### config.mk
export PLATFORM = sky130hd
export DESIGN_NAME = cellq_rx_top
export DESIGN_NICKNAME = d
export VERILOG_FILES = /design/src/rtl/cellq_pkg.sv /design/src/rtl/cellq_wr_ctl.sv /design/src/rtl/cellq_rd_ctl.sv /design/src/rtl/cellq_store.sv /design/src/rtl/cellq_rx_top.sv
export SDC_FILE = /design/constraint.sdc
export NUM_CORES = 1
export LEC_CHECK = 0
export BUFFER_PORTS_ARGS = -buffer_cell sky130_fd_sc_hd__buf_2
export CORE_MARGIN = 1
export CORE_UTILIZATION = 40
export DETAILED_ROUTE_END_ITERATION = 8
export GPL_TIMING_DRIVEN = 0
export SLEW_MARGIN = 40
export SYNTH_ARGS = -nofsm -noshare
export SYNTH_HDL_FRONTEND = slang
export SYNTH_SLANG_ARGS = --single-unit
### constraint.sdc
create_clock -name clk_i -period 5.7 [get_ports clk_i]
set_clock_uncertainty 0.2 [all_clocks]
set_input_delay 0.855 -clock clk_i [delete_from_list [all_inputs] [get_ports clk_i]]
set_output_delay 0.855 -clock clk_i [all_outputs]
set_load 0.005 [all_outputs]
### src/rtl/cellq_pkg.sv
package cellq_pkg;
  localparam int CELL_BYTES = 53;
  localparam int HDR_BYTES  = 5;
  localparam int EARLY_PAY  = 44;
  // first byte index after payload byte 44 has been taken
  localparam int EARLY_IDX  = HDR_BYTES + EARLY_PAY;
  localparam int IDX_W      = $clog2(CELL_BYTES);

  function automatic logic odd_par(input logic [7:0] d);
    return ~^d;
  endfunction
endpackage

### src/rtl/cellq_wr_ctl.sv
module cellq_wr_ctl #(
  parameter int DEPTH = 4,
  parameter int PW    = 2
) (
  input  logic                       clk_i,
  input  logic                       rst_ni,
  input  logic                       clr_i,
  input  logic                       valid_i,
  input  logic                       sof_i,
  input  logic                       full_i,
  output logic                       we_o,
  output logic [PW-1:0]              ptr_o,
  output logic [cellq_pkg::IDX_W-1:0] idx_o,
  output logic                       commit_o
);
  import cellq_pkg::*;

  logic              in_cell_q, drop_q;
  logic [IDX_W-1:0]  idx_q;
  logic [PW-1:0]     ptr_q;
  logic              last_byte;

  assign last_byte = (idx_q == IDX_W'(CELL_BYTES - 1));

  always_ff @(posedge clk_i or negedge rst_ni) begin
    if (!rst_ni) begin
      in_cell_q <= 1'b0;
      drop_q    <= 1'b0;
      idx_q     <= '0;
      ptr_q     <= '0;
    end else if (clr_i) begin
      in_cell_q <= 1'b0;
      drop_q    <= 1'b0;
      idx_q     <= '0;
      ptr_q     <= '0;
    end else if (valid_i) begin
      if (sof_i) begin
        // restart: a partial cell in this slot is simply overwritten
        in_cell_q <= 1'b1;
        drop_q    <= full_i;
        idx_q     <= IDX_W'(1);
      end else if (in_cell_q) begin
        if (last_byte) begin
          in_cell_q <= 1'b0;
          idx_q     <= '0;
          if (!drop_q) begin
            if (ptr_q == PW'(DEPTH - 1)) ptr_q <= '0;
            else                         ptr_q <= ptr_q + PW'(1);
          end
        end else begin
          idx_q <= idx_q + IDX_W'(1);
        end
      end
    end
  end

  always_comb begin
    we_o     = 1'b0;
    commit_o = 1'b0;
    idx_o    = idx_q;
    if (valid_i && !clr_i) begin
      if (sof_i) begin
        we_o  = !full_i;
        idx_o = '0;
      end else if (in_cell_q && !drop_q) begin
        we_o     = 1'b1;
        commit_o = last_byte;
      end
    end
  end

  assign ptr_o = ptr_q;
endmodule

### src/rtl/cellq_rd_ctl.sv
module cellq_rd_ctl #(
  parameter int DEPTH = 4,
  parameter int PW    = 2
) (
  input  logic                        clk_i,
  input  logic                        rst_ni,
  input  logic                        clr_i,
  input  logic                        xfer_i,
  output logic [PW-1:0]               ptr_o,
  output logic [cellq_pkg::IDX_W-1:0] idx_o,
  output logic                        pop_o
);
  import cellq_pkg::*;

  logic [IDX_W-1:0] idx_q;
  logic [PW-1:0]    ptr_q;
  logic             last_byte;

  assign last_byte = (idx_q == IDX_W'(CELL_BYTES - 1));
  assign pop_o     = xfer_i && last_byte && !clr_i;

  always_ff @(posedge clk_i or negedge rst_ni) begin
    if (!rst_ni) begin
      idx_q <= '0;
      ptr_q <= '0;
    end else if (clr_i) begin
      idx_q <= '0;
      ptr_q <= '0;
    end else if (xfer_i) begin
      if (last_byte) begin
        idx_q <= '0;
        if (ptr_q == PW'(DEPTH - 1)) ptr_q <= '0;
        else                         ptr_q <= ptr_q + PW'(1);
      end else begin
        idx_q <= idx_q + IDX_W'(1);
      end
    end
  end

  assign ptr_o = ptr_q;
  assign idx_o = idx_q;
endmodule

### src/rtl/cellq_store.sv
module cellq_store #(
  parameter int DEPTH = 4,
  parameter int PW    = 2,
  parameter int DW    = 8
) (
  input  logic                        clk_i,
  input  logic                        we_i,
  input  logic [PW-1:0]               wptr_i,
  input  logic [cellq_pkg::IDX_W-1:0] widx_i,
  input  logic [DW-1:0]               wdata_i,
  input  logic [PW-1:0]               rptr_i,
  input  logic [cellq_pkg::IDX_W-1:0] ridx_i,
  output logic [DW-1:0]               rdata_o
);
  import cellq_pkg::*;

  localparam int WORDS = DEPTH * CELL_BYTES;
  localparam int AW    = $clog2(WORDS);

  logic [DW-1:0] mem_q [WORDS];
  logic [AW-1:0] waddr, raddr;

  assign waddr = AW'(wptr_i) * AW'(CELL_BYTES) + AW'(widx_i);
  assign raddr = AW'(rptr_i) * AW'(CELL_BYTES) + AW'(ridx_i);

  always_ff @(posedge clk_i) begin
    if (we_i) mem_q[waddr] <= wdata_i;
  end

  assign rdata_o = mem_q[raddr];
endmodule

### src/rtl/cellq_rx_top.sv
module cellq_rx_top #(
  parameter int DEPTH = 4,
  parameter int DW    = 8
) (
  input  logic          clk_i,
  input  logic          rst_ni,
  input  logic          wr_valid_i,
  input  logic          wr_sof_i,
  input  logic [DW-1:0] wr_data_i,
  input  logic          cfg_early_i,
  input  logic          cfg_multi_i,
  input  logic          flush_req_i,
  input  logic          rd_en_ni,
  output logic [DW-1:0] rd_data_o,
  output logic          rd_par_o,
  output logic          rd_soc_o,
  output logic          cell_avail_o,
  output logic          rd_oe_o,
  output logic          flush_busy_o,
  output logic          rx_cell_no
);
  import cellq_pkg::*;

  localparam int PW = (DEPTH > 1) ? $clog2(DEPTH) : 1;
  localparam int CW = $clog2(DEPTH + 1);

  logic [CW-1:0]    count_q;
  logic             busy_q, rx_n_q;
  logic             we, commit, pop, xfer, full, has_cell, early_cut;
  logic [PW-1:0]    wptr, rptr;
  logic [IDX_W-1:0] widx, ridx;
  logic [DW-1:0]    rdata;

  assign full     = (count_q == CW'(DEPTH));
  assign has_cell = (count_q != '0);
  assign xfer     = !rd_en_ni && has_cell && !busy_q;

  cellq_wr_ctl #(.DEPTH(DEPTH), .PW(PW)) u_wr (
    .clk_i    (clk_i),
    .rst_ni   (rst_ni),
    .clr_i    (busy_q),
    .valid_i  (wr_valid_i),
    .sof_i    (wr_sof_i),
    .full_i   (full),
    .we_o     (we),
    .ptr_o    (wptr),
    .idx_o    (widx),
    .commit_o (commit)
  );

  cellq_rd_ctl #(.DEPTH(DEPTH), .PW(PW)) u_rd (
    .clk_i  (clk_i),
    .rst_ni (rst_ni),
    .clr_i  (busy_q),
    .xfer_i (xfer),
    .ptr_o  (rptr),
    .idx_o  (ridx),
    .pop_o  (pop)
  );

  cellq_store #(.DEPTH(DEPTH), .PW(PW), .DW(DW)) u_mem (
    .clk_i   (clk_i),
    .we_i    (we),
    .wptr_i  (wptr),
    .widx_i  (widx),
    .wdata_i (wr_data_i),
    .rptr_i  (rptr),
    .ridx_i  (ridx),
    .rdata_o (rdata)
  );

  always_ff @(posedge clk_i or negedge rst_ni) begin
    if (!rst_ni) begin
      count_q <= '0;
      busy_q  <= 1'b0;
      rx_n_q  <= 1'b1;
    end else begin
      if (busy_q)                count_q <= '0;
      else if (commit && !pop)   count_q <= count_q + CW'(1);
      else if (pop && !commit)   count_q <= count_q - CW'(1);
      // flush takes one cycle, a request while busy is absorbed
      if (busy_q)           busy_q <= 1'b0;
      else if (flush_req_i) busy_q <= 1'b1;
      rx_n_q <= !commit;
    end
  end

  assign early_cut    = (count_q == CW'(1)) && (ridx >= IDX_W'(EARLY_IDX));
  assign cell_avail_o = has_cell && !(cfg_early_i && early_cut);
  assign rd_data_o    = has_cell ? rdata : '0;
  assign rd_par_o     = odd_par(rd_data_o);
  assign rd_soc_o     = has_cell && (ridx == '0);
  assign rd_oe_o      = !cfg_multi_i || !rd_en_ni;
  assign flush_busy_o = busy_q;
  assign rx_cell_no   = rx_n_q;
endmodule

==> impl_summary.txt, run 1 <==
----------------------------------------------------
[Placed design]
  Final weighted congestion in routability-driven placement ... 0.909
  Port buffer count ... 28
  Total half-perimeter wirelength after legalization and detailed placement ... 133000 um
  Total instance count after detailed placement ... 5469
  Cell area reported after detailed placement ... 72200 um^2
  Setup WS pre-CTS ... -2170 ps

[Die]
  Area of the core region ... 168000 um^2
  Width of the die ... 414 um
  Starting density of the core ... 0.405
  Die Outline Area ... 172000 um^2
  Site Rows ... 150
  Number of top-level pins ... 30
  Chip height ... 414 um

[Route]
  Detailed Routing Iterations Pass 1 ... 5
  Highest metal layer with signal wires ... met5
  ANT nets after route ... 0
  Number of vias in the routed layout ... 35300
  Routed length on met2 ... 92600 um
  Final routed DRC violation total ... 0
  Via-to-Cell Ratio ... 6.05
  Wirelength, routed ... 202000 um
  Sum of routed wire segments on met1 ... 81400 um
  Wire length on met3 ... 19400 um
  Initial DRC Count ... 4783
  Wirelength per Cell ... 34.6 um

[Final layout]
  Number of non-filler instances in the completed layout ... 5845
  Layout cell share with drive strength beyond 1 ... 0.344
  Net count reported at finish ... 3553
  Area Overhead vs Synth ... 17.6%
  Finished layout cell area ... 79900 um^2
  Antenna diodes ... 0

[Run status]
  Violated checks ... setup timing
  Outcome ... finished, violations left

[Clock network]
  CTS root buffer ... sky130_fd_sc_hd__clkbuf_16
  Num CTS Buffers ... 175
  CTS tree ... done
  Buffer levels on the longest clock path ... 3
  Reg clk slew, reported paths ... 60 ps
  Clock sink total ... 1719
  H-tree depth ... 4
  Clk_lat worst skew ... 820 ps

[Min path]
  Hold WC Path Type ... input port to flip-flop
  Cell depth of the worst hold path ... 2

[Worst setup path]
  Endpoint class of the critical path ... output port
  Crit Path Category ... flip-flop to output port
  Reg2reg path depth ... 14
  Kind of start point of the critical path ... flip-flop
  Data required time at the worst endpoint ... 4640 ps
  Maximum fanout encountered on the critical timing path ... 5
  Worst Path Arrival ... 5460 ps

[Timing]
  Setup violation total in the final timing report ... 8
  Final setup margin ... -818 ps
  Minimum clock period ... 6520 ps
  Final hold slack ... 76.2 ps
  Worst slew margin ... 0.400
  Fin. Hold Viols ... 0
  Sum of negative setup slack ... -2340 ps
  Post-route fraction of the period consumed by the critical path ... 1.14
  RSZ-0062 raised after global routing ... yes
  Slew at the pin closest to its max-slew limit ... 897 ps
  Count of pins over their slew limit ... 0
  Maximum clock rate ... 153 MHz

[GRT]
  Remaining global-route overflow ... 0
  Largest net degree at the start of global routing ... 103
  First-pass GRT wire length ... 280000 um
  Initial antenna violation count ... 3
  Via count of the first global-routing pass ... 34800
  GRT Resource Usage Total ... 0.235

[Synthesis]
  Fraction of the yosys area taken by sequential cells ... 0.758
  Predominant post-synthesis flop cell ... sky130_fd_sc_hd__edfxtp_1
  Synthesis Warnings ... 0
  Number of instances in the synthesized netlist ... 3203
  Cell taking the most area after synthesis ... sky130_fd_sc_hd__edfxtp_1
  Post-synth EDFFs ... 1696
  Unique masters post-synth ... 64
  Net count of the mapped netlist ... 3257
  Post-synthesis register bit count ... 1719
  Synthesized area divided by synthesized cell count ... 21.2 um^2
  Mapped Area ... 68000 um^2
  Proportion of synthesized flip-flops having asynchronous set or reset ... 0.0134
  Share of Yosys cell area claimed by the top area cell type ... 0.749
  Biggest area contributors in the synthesized netlist ... sky130_fd_sc_hd__edfxtp_1, sky130_fd_sc_hd__mux4_2, sky130_fd_sc_hd__nor2_1

[Pwr]
  Ratio of total power to cell area ... 321 nW/um^2
  Leakage ... 24.7 nW
  VDD IR max ... 278 uV

[Run]
  Max-cap violations ... 0

----------------------------------------------------
==> critical path, cell delays in order, from the launching register on <==
cell and delay, ps:
sky130_fd_sc_hd__dfrtp_2 440, sky130_fd_sc_hd__buf_12 140, sky130_fd_sc_hd__ha_1 280, sky130_fd_sc_hd__ha_1 290
sky130_fd_sc_hd__buf_6 150, sky130_fd_sc_hd__nor2b_1 130, sky130_fd_sc_hd__o21a_1 220, sky130_fd_sc_hd__or4b_2 700
sky130_fd_sc_hd__a211oi_2 650, sky130_fd_sc_hd__o21ai_0 250, sky130_fd_sc_hd__nand4_1 370, sky130_fd_sc_hd__a31oi_4 90
sky130_fd_sc_hd__xnor2_2 270, sky130_fd_sc_hd__xnor2_2 140, sky130_fd_sc_hd__xnor2_4 330, sky130_fd_sc_hd__buf_2 180
==> kinds of logic (layout without fill, tap and decap cells) <==
logic type,Yosys count,in the layout,share of synthesized area
flip-flops,1719,1719,0.758
buffers and inverters,190,628,0.0151
adder cells (fa/ha/maj),38,38,0.00744
XOR/XNOR,27,27,0.00387
multiplexers,521,521,0.165
AO/OA/AOI/OAI,140,140,0.0154
AND/OR/NAND/NOR,568,568,0.0356
==> layout by cell type (no fill, tap or decap), types with 27 or more instances in the layout <==
cell / count
sky130_fd_sc_hd__clkinv_2: 27
sky130_fd_sc_hd__nor2_2: 163
sky130_fd_sc_hd__buf_4: 66
sky130_fd_sc_hd__buf_16: 34
sky130_fd_sc_hd__nor2_1: 94
sky130_fd_sc_hd__mux4_2: 475
sky130_fd_sc_hd__ha_1: 30
sky130_fd_sc_hd__buf_6: 54
sky130_fd_sc_hd__nand3_1: 27
sky130_fd_sc_hd__clkinv_1: 27
sky130_fd_sc_hd__edfxtp_1: 1696
sky130_fd_sc_hd__mux2i_1: 39
sky130_fd_sc_hd__nand2_1: 196
sky130_fd_sc_hd__clkbuf_1: 72
sky130_fd_sc_hd__clkbuf_16: 183
==> routing by layer <==
layer  GRT usage  vias up
met5           0        -
met4       0.101        2
met3      0.0491      384
met2       0.355     2016
met1       0.331    19100
li1            -    13900
==> path summary, 6_finish.rpt <==
kind	start	to	slack [ps]
setup / recovery	u_rd.ptr_o[1]	rd_par_o	-820
hold / removal	flush_req_i	flush_busy_o	80
setup reg to reg	flush_busy_o	u_mem.mem_q[118][7]	140
hold reg to reg	u_wr.drop_q	u_wr.drop_q	340
max in group asynchronous	rst_ni	u_rd.ptr_o[0]	4510
min in group asynchronous	rst_ni	u_wr.drop_q	370
==> registers in the layout, indices dropped and copies added (netlist names), 2 cells and up <==
| signal | flops |
|---|---|
| count_q | 3 |
| u_rd.idx_o | 6 |
| u_wr.idx_q | 6 |
| u_mem.mem_q | 1696 |
| u_rd.ptr_o | 2 |
| u_wr.ptr_o | 2 |
==> cell usage after synthesis (all sizes together) (2+ instances only) <==
cell,count
a2111oi,5
a211oi,8
a21o,2
a21oi,17
a31oi,9
a32o,10
a32oi,31
and2,10
and3,10
and4b,5
buf,106
clkbuf,67
dfrtp,22
edfxtp,1696
fa,4
ha,34
inv,17
mux2i,44
mux4,477
nand2,203
nand2b,2
nand3,29
nand4,12
nor2,260
nor2b,9
nor3,6
nor3b,6
nor4,4
o2111ai,2
o211ai,12
o21a,5
o21ai,32
or2,5
or3,2
xnor2,16
xor2,11
==> metrics by stage <==
step / total power [W] / utilization
floorplan: 0.0142 / -
global placement: 0.0145 / 0.422
detailed placement: 0.0145 / 0.430
CTS: 0.0257 / 0.474
global route: 0.0262 / 0.476
finish: 0.0257 / 0.476
==> report_power, final <==
part	switching [W]	internal [W]	total, W
logic	0.000281	0.0000730	0.000354
registers	0.00000589	0.0139	0.0139
clock network	0.00499	0.00643	0.0114
==> area by class of cell <==
class	count	area [um^2]
fillers	13600	88000
flip-flops and latches	1719	51500
multi-input cells	1294	16400
clock buffers	232	4660
well taps	2204	2760
plain buffers	173	1820
repair buffers	119	1700
clock inverters	87	966
inverters	17	67.6
==> repair_timing <==
| item | 4_1_cts | 5_1_grt |
|---|---|---|
| buffers inserted | 50 | 4 |
| resized for setup | 322 | 33 |
| hold buffers | 1 | 0 |
| endpoints found under the setup margin | 17 | 27 |
| cloned | 1 | 2 |
| hold endpoints to repair | 22 | 0 |
| pin swaps | 41 | 15 |
Note: power is estimated with default switching activity, not from simulation.
==> inputs of run 2 (changes only) <==
==> constraint.sdc (replaced) <==
create_clock -name clk_i -period 7.5 [get_ports clk_i]
set_clock_uncertainty 0.2 [all_clocks]
set_input_delay 1.125 -clock clk_i [delete_from_list [all_inputs] [get_ports clk_i]]
set_output_delay 1.125 -clock clk_i [all_outputs]
set_load 0.005 [all_outputs]
==> run 2 against run 1 <==
The flow still finishes with violations (setup timing); non-clock buffer count shrank 49; first-iteration DRC count decreased by 2.3%; hold slack gained 24 ps; sequential share of layout area rose by 1.3 points; critical endpoint unchanged.
==> impl_summary.txt, run 2 (same netlist as run 1, synthesis figures left out) <==
----------------------------------------------------
[Placed design]
  Setup WS pre-CTS ... -637 ps (was -2170 ps)
  Cell area reported after detailed placement ... 72200 um^2 (unchanged)
  Port buffer count ... 28 (unchanged)
  Total half-perimeter wirelength after legalization and detailed placement ... 133000 um (unchanged)
  Final weighted congestion in routability-driven placement ... 0.909 (unchanged)

[Worst setup path]
  Cell family contributing the most delay on the critical path ... buffers and inverters (was compound AO/OA/AOI/OAI gates)
  Worst path buffer plus inverter count ... 7 (was 3)
  Cells along the critical path ... ha_1 > ha_1 > inv_1 > fa_2 > buf_6 > buf_6 > buf_8 > a21oi_2 > buf_4 > buf_4 > a32o_1 > o21ai_1 > nand4_1 > a31oi_4 > xnor2_1 > xnor2_1 > xnor2_2 > buf_2 (was buf_12 > ha_1 > ha_1 > buf_6 > nor2b_1 > o21a_1 > or4b_2 > a211oi_2 > o21ai_0 > nand4_1 > a31oi_4 > xnor2_2 > xnor2_2 > xnor2_4 > buf_2)
  Worst Path Arrival ... 6240 ps (was 5460 ps)
  R2R Path Start ... flush_busy_o (unchanged)
  Crit Path Category ... flip-flop to output port (unchanged)
  Data required time at the worst endpoint ... 6170 ps (was 4640 ps)
  Kind of start point of the critical path ... flip-flop (unchanged)
  Maximum fanout encountered on the critical timing path ... 10 (was 5)
  Crit path largest cell delay ... 470 ps (was 700 ps)
  Cell with the largest stage delay on the worst path ... sky130_fd_sc_hd__dfrtp_1 (was sky130_fd_sc_hd__or4b_2)
  Endpoint class of the critical path ... output port (unchanged)
  Startpoint of the worst setup timing path ... u_rd.ptr_o[1] (unchanged)

[Clock network]
  CTS root buffer ... sky130_fd_sc_hd__clkbuf_16 (unchanged)
  Count of hold buffers inserted by post-cts repair ... 0 (was 1)
  H-tree depth ... 4 (unchanged)
  CTS tree ... done (unchanged)
  Clock sink total ... 1719 (unchanged)
  Reg clk slew, reported paths ... 60 ps (about the same)
  Num CTS Buffers ... 175 (unchanged)
  Clk_lat worst skew ... 810 ps (was 820 ps)
  Buffer levels on the longest clock path ... 3 (unchanged)

[GRT]
  Largest net degree at the start of global routing ... 103 (unchanged)
  GRT Resource Usage Total ... 0.233 (was 0.235)
  Initial antenna violation count ... 4 (was 3)
  Via count of the first global-routing pass ... 34600 (was 34800)
  Remaining global-route overflow ... 0 (unchanged)
  First-pass GRT wire length ... 278000 um (was 280000 um)

[Pwr]
  Register share of total power ... 0.541 (about the same)
  Internal Power ... 0.0155 W (was 0.0204 W)
  Leakage ... 24.2 nW (was 24.7 nW)
  Clk network pwr share ... 0.445 (about the same)
  Switching Share ... 0.206 (was 0.205)
  Ratio of total power to cell area ... 249 nW/um^2 (was 321 nW/um^2)
  VDD IR max ... 211 uV (was 278 uV)
  Part of the power in combinational logic ... 0.014 (about the same)
  Switching power total ... 0.00401 W (was 0.00527 W)

[Die]
  Starting density of the core ... 0.405 (unchanged)
  Number of top-level pins ... 30 (unchanged)
  Width of the die ... 414 um (unchanged)
  Chip height ... 414 um (unchanged)
  Area of the core region ... 168000 um^2 (unchanged)
  Die Outline Area ... 172000 um^2 (unchanged)
  Site Rows ... 150 (unchanged)

[Final layout]
  Area Overhead vs Synth ... 15.3% (was 17.6%)
  Commonest non-fill, non-tap cells in the layout ... sky130_fd_sc_hd__edfxtp_1, sky130_fd_sc_hd__mux4_2, sky130_fd_sc_hd__nand2_1 (unchanged)
  Layout cell share with drive strength beyond 1 ... 0.316 (was 0.344)
  Finished layout cell area ... 78400 um^2 (was 79900 um^2)
  Leading cell type in the layout, fill and taps excluded ... sky130_fd_sc_hd__edfxtp_1 (unchanged)
  Register cell area after layout ... 51500 um^2 (about the same)
  Net count reported at finish ... 3504 (was 3553)
  Total area of multi-input combinational cells ... 16100 um^2 (was 16400 um^2)
  Final core occ ... 0.467 (was 0.476)
  Register name with the most flops ... u_mem.mem_q (unchanged)
  Final-layout fill cell count ... 13800 (was 13600)
  Flip-flop count of the largest register, all copies and words added ... 1696 (unchanged)

[Timing]
  Setup violation total in the final timing report ... 1 (was 8)
  Final setup margin ... -66.6 ps (was -818 ps)
  Maximum clock rate ... 132 MHz
  Minimum clock period ... 7570 ps
  Final hold slack ... 100 ps (was 76.2 ps)
  Count of pins over their slew limit ... 0 (unchanged)
  Slew at the pin closest to its max-slew limit ... 1020 ps (was 897 ps)
  Worst slew margin ... 0.312 (was 0.400)
  Post-route fraction of the period consumed by the critical path ... 1.01
  Fin. Hold Viols ... 0 (unchanged)

[Route]
  Detailed Routing Iterations Pass 1 ... 5 (unchanged)
  Number of vias in the routed layout ... 35000 (was 35300)
  Wirelength, routed ... 200000 um (was 202000 um)
  Initial DRC Count ... 4672 (was 4783)
  Via-to-Cell Ratio ... 6.04 (was 6.05)
  Final routed DRC violation total ... 0 (unchanged)
  ANT nets after route ... 0 (unchanged)
  Wirelength per Cell ... 34.6 um (about the same)

[Min path]
  Hold WC Path Type ... input port to asynchronous set/reset pin (was input port to flip-flop)

[Run status]
  Violated checks ... setup timing (unchanged)
  Outcome ... finished, violations left (unchanged)

[Run]
  Max-cap violations ... 0 (unchanged)

----------------------------------------------------
==> run 2: changes by cell type in the layout (fill, tap and decap cells not counted), sizes merged <==
cell,previous run,this run
dlygate4sd3,1,0
bufbuf,1,0
inv,22,23
buf,221,174
clkinvlp,6,5
diode,0,3
==> run 2: what timing repair did <==
item	CTS	global route
endpoints found under the hold margin	0	0
setup buffers	6	3
gates cloned	0	0
pin swaps	8	9
setup endpoints to repair	8	1
gates resized for setup	79	21
==> run 2: area by class of cell <==
class                   count  area share
well taps                2204      0.0352
flip-flops and latches   1719       0.657
diodes                      3   0.0000958
clock buffers             232      0.0594
plain buffers             172      0.0154
multi-input cells        1294       0.205
clock inverters            87      0.0123
repair buffers             71      0.0144
inverters                  17    0.000814
==> run 2: final timing paths <==
check	cells after the start	end	slack, ps
worst max-delay path	18	rd_par_o	-70
worst max register to register	14	u_mem.mem_q[121][3]	1890
worst min-delay path	1	u_wr.drop_q	100
max in group asynchronous	1	u_wr.idx_q[5]	6600
min in group clk_i	2	u_wr.drop_q	340
worst min register to register	2	u_wr.drop_q	340
==> run 2: power by group through the flow <==
stage	sequential, W	clock, W	combinational [W]
3_3_place_gp	0.0108	0	0.000210
2_1_floorplan	0.0108	0	0.0000327
3_5_place_dp	0.0108	0	0.000264
5_1_grt	0.0106	0.00909	0.000281
6_report	0.0106	0.00868	0.000267
4_1_cts	0.0106	0.00873	0.000264
==> run 2: per-stage QoR <==
stage               power [W]  TNS, ps  cells
floorplan              0.0108        0   3203
global placement       0.0110    -4970   5435
detailed placement     0.0110     -637   5469
CTS                    0.0196        0   5794
global route           0.0199    -7.36   5796
finish                 0.0195    -66.6   5799
==> run 2: metal layers <==
layer  up-vias  wire, um  track usage
li1      13800         -            -
met1     18900     80800        0.328
met2      1947     91500        0.352
met3       389     18900       0.0485
met4         2      9160        0.102
met5         -        13            0
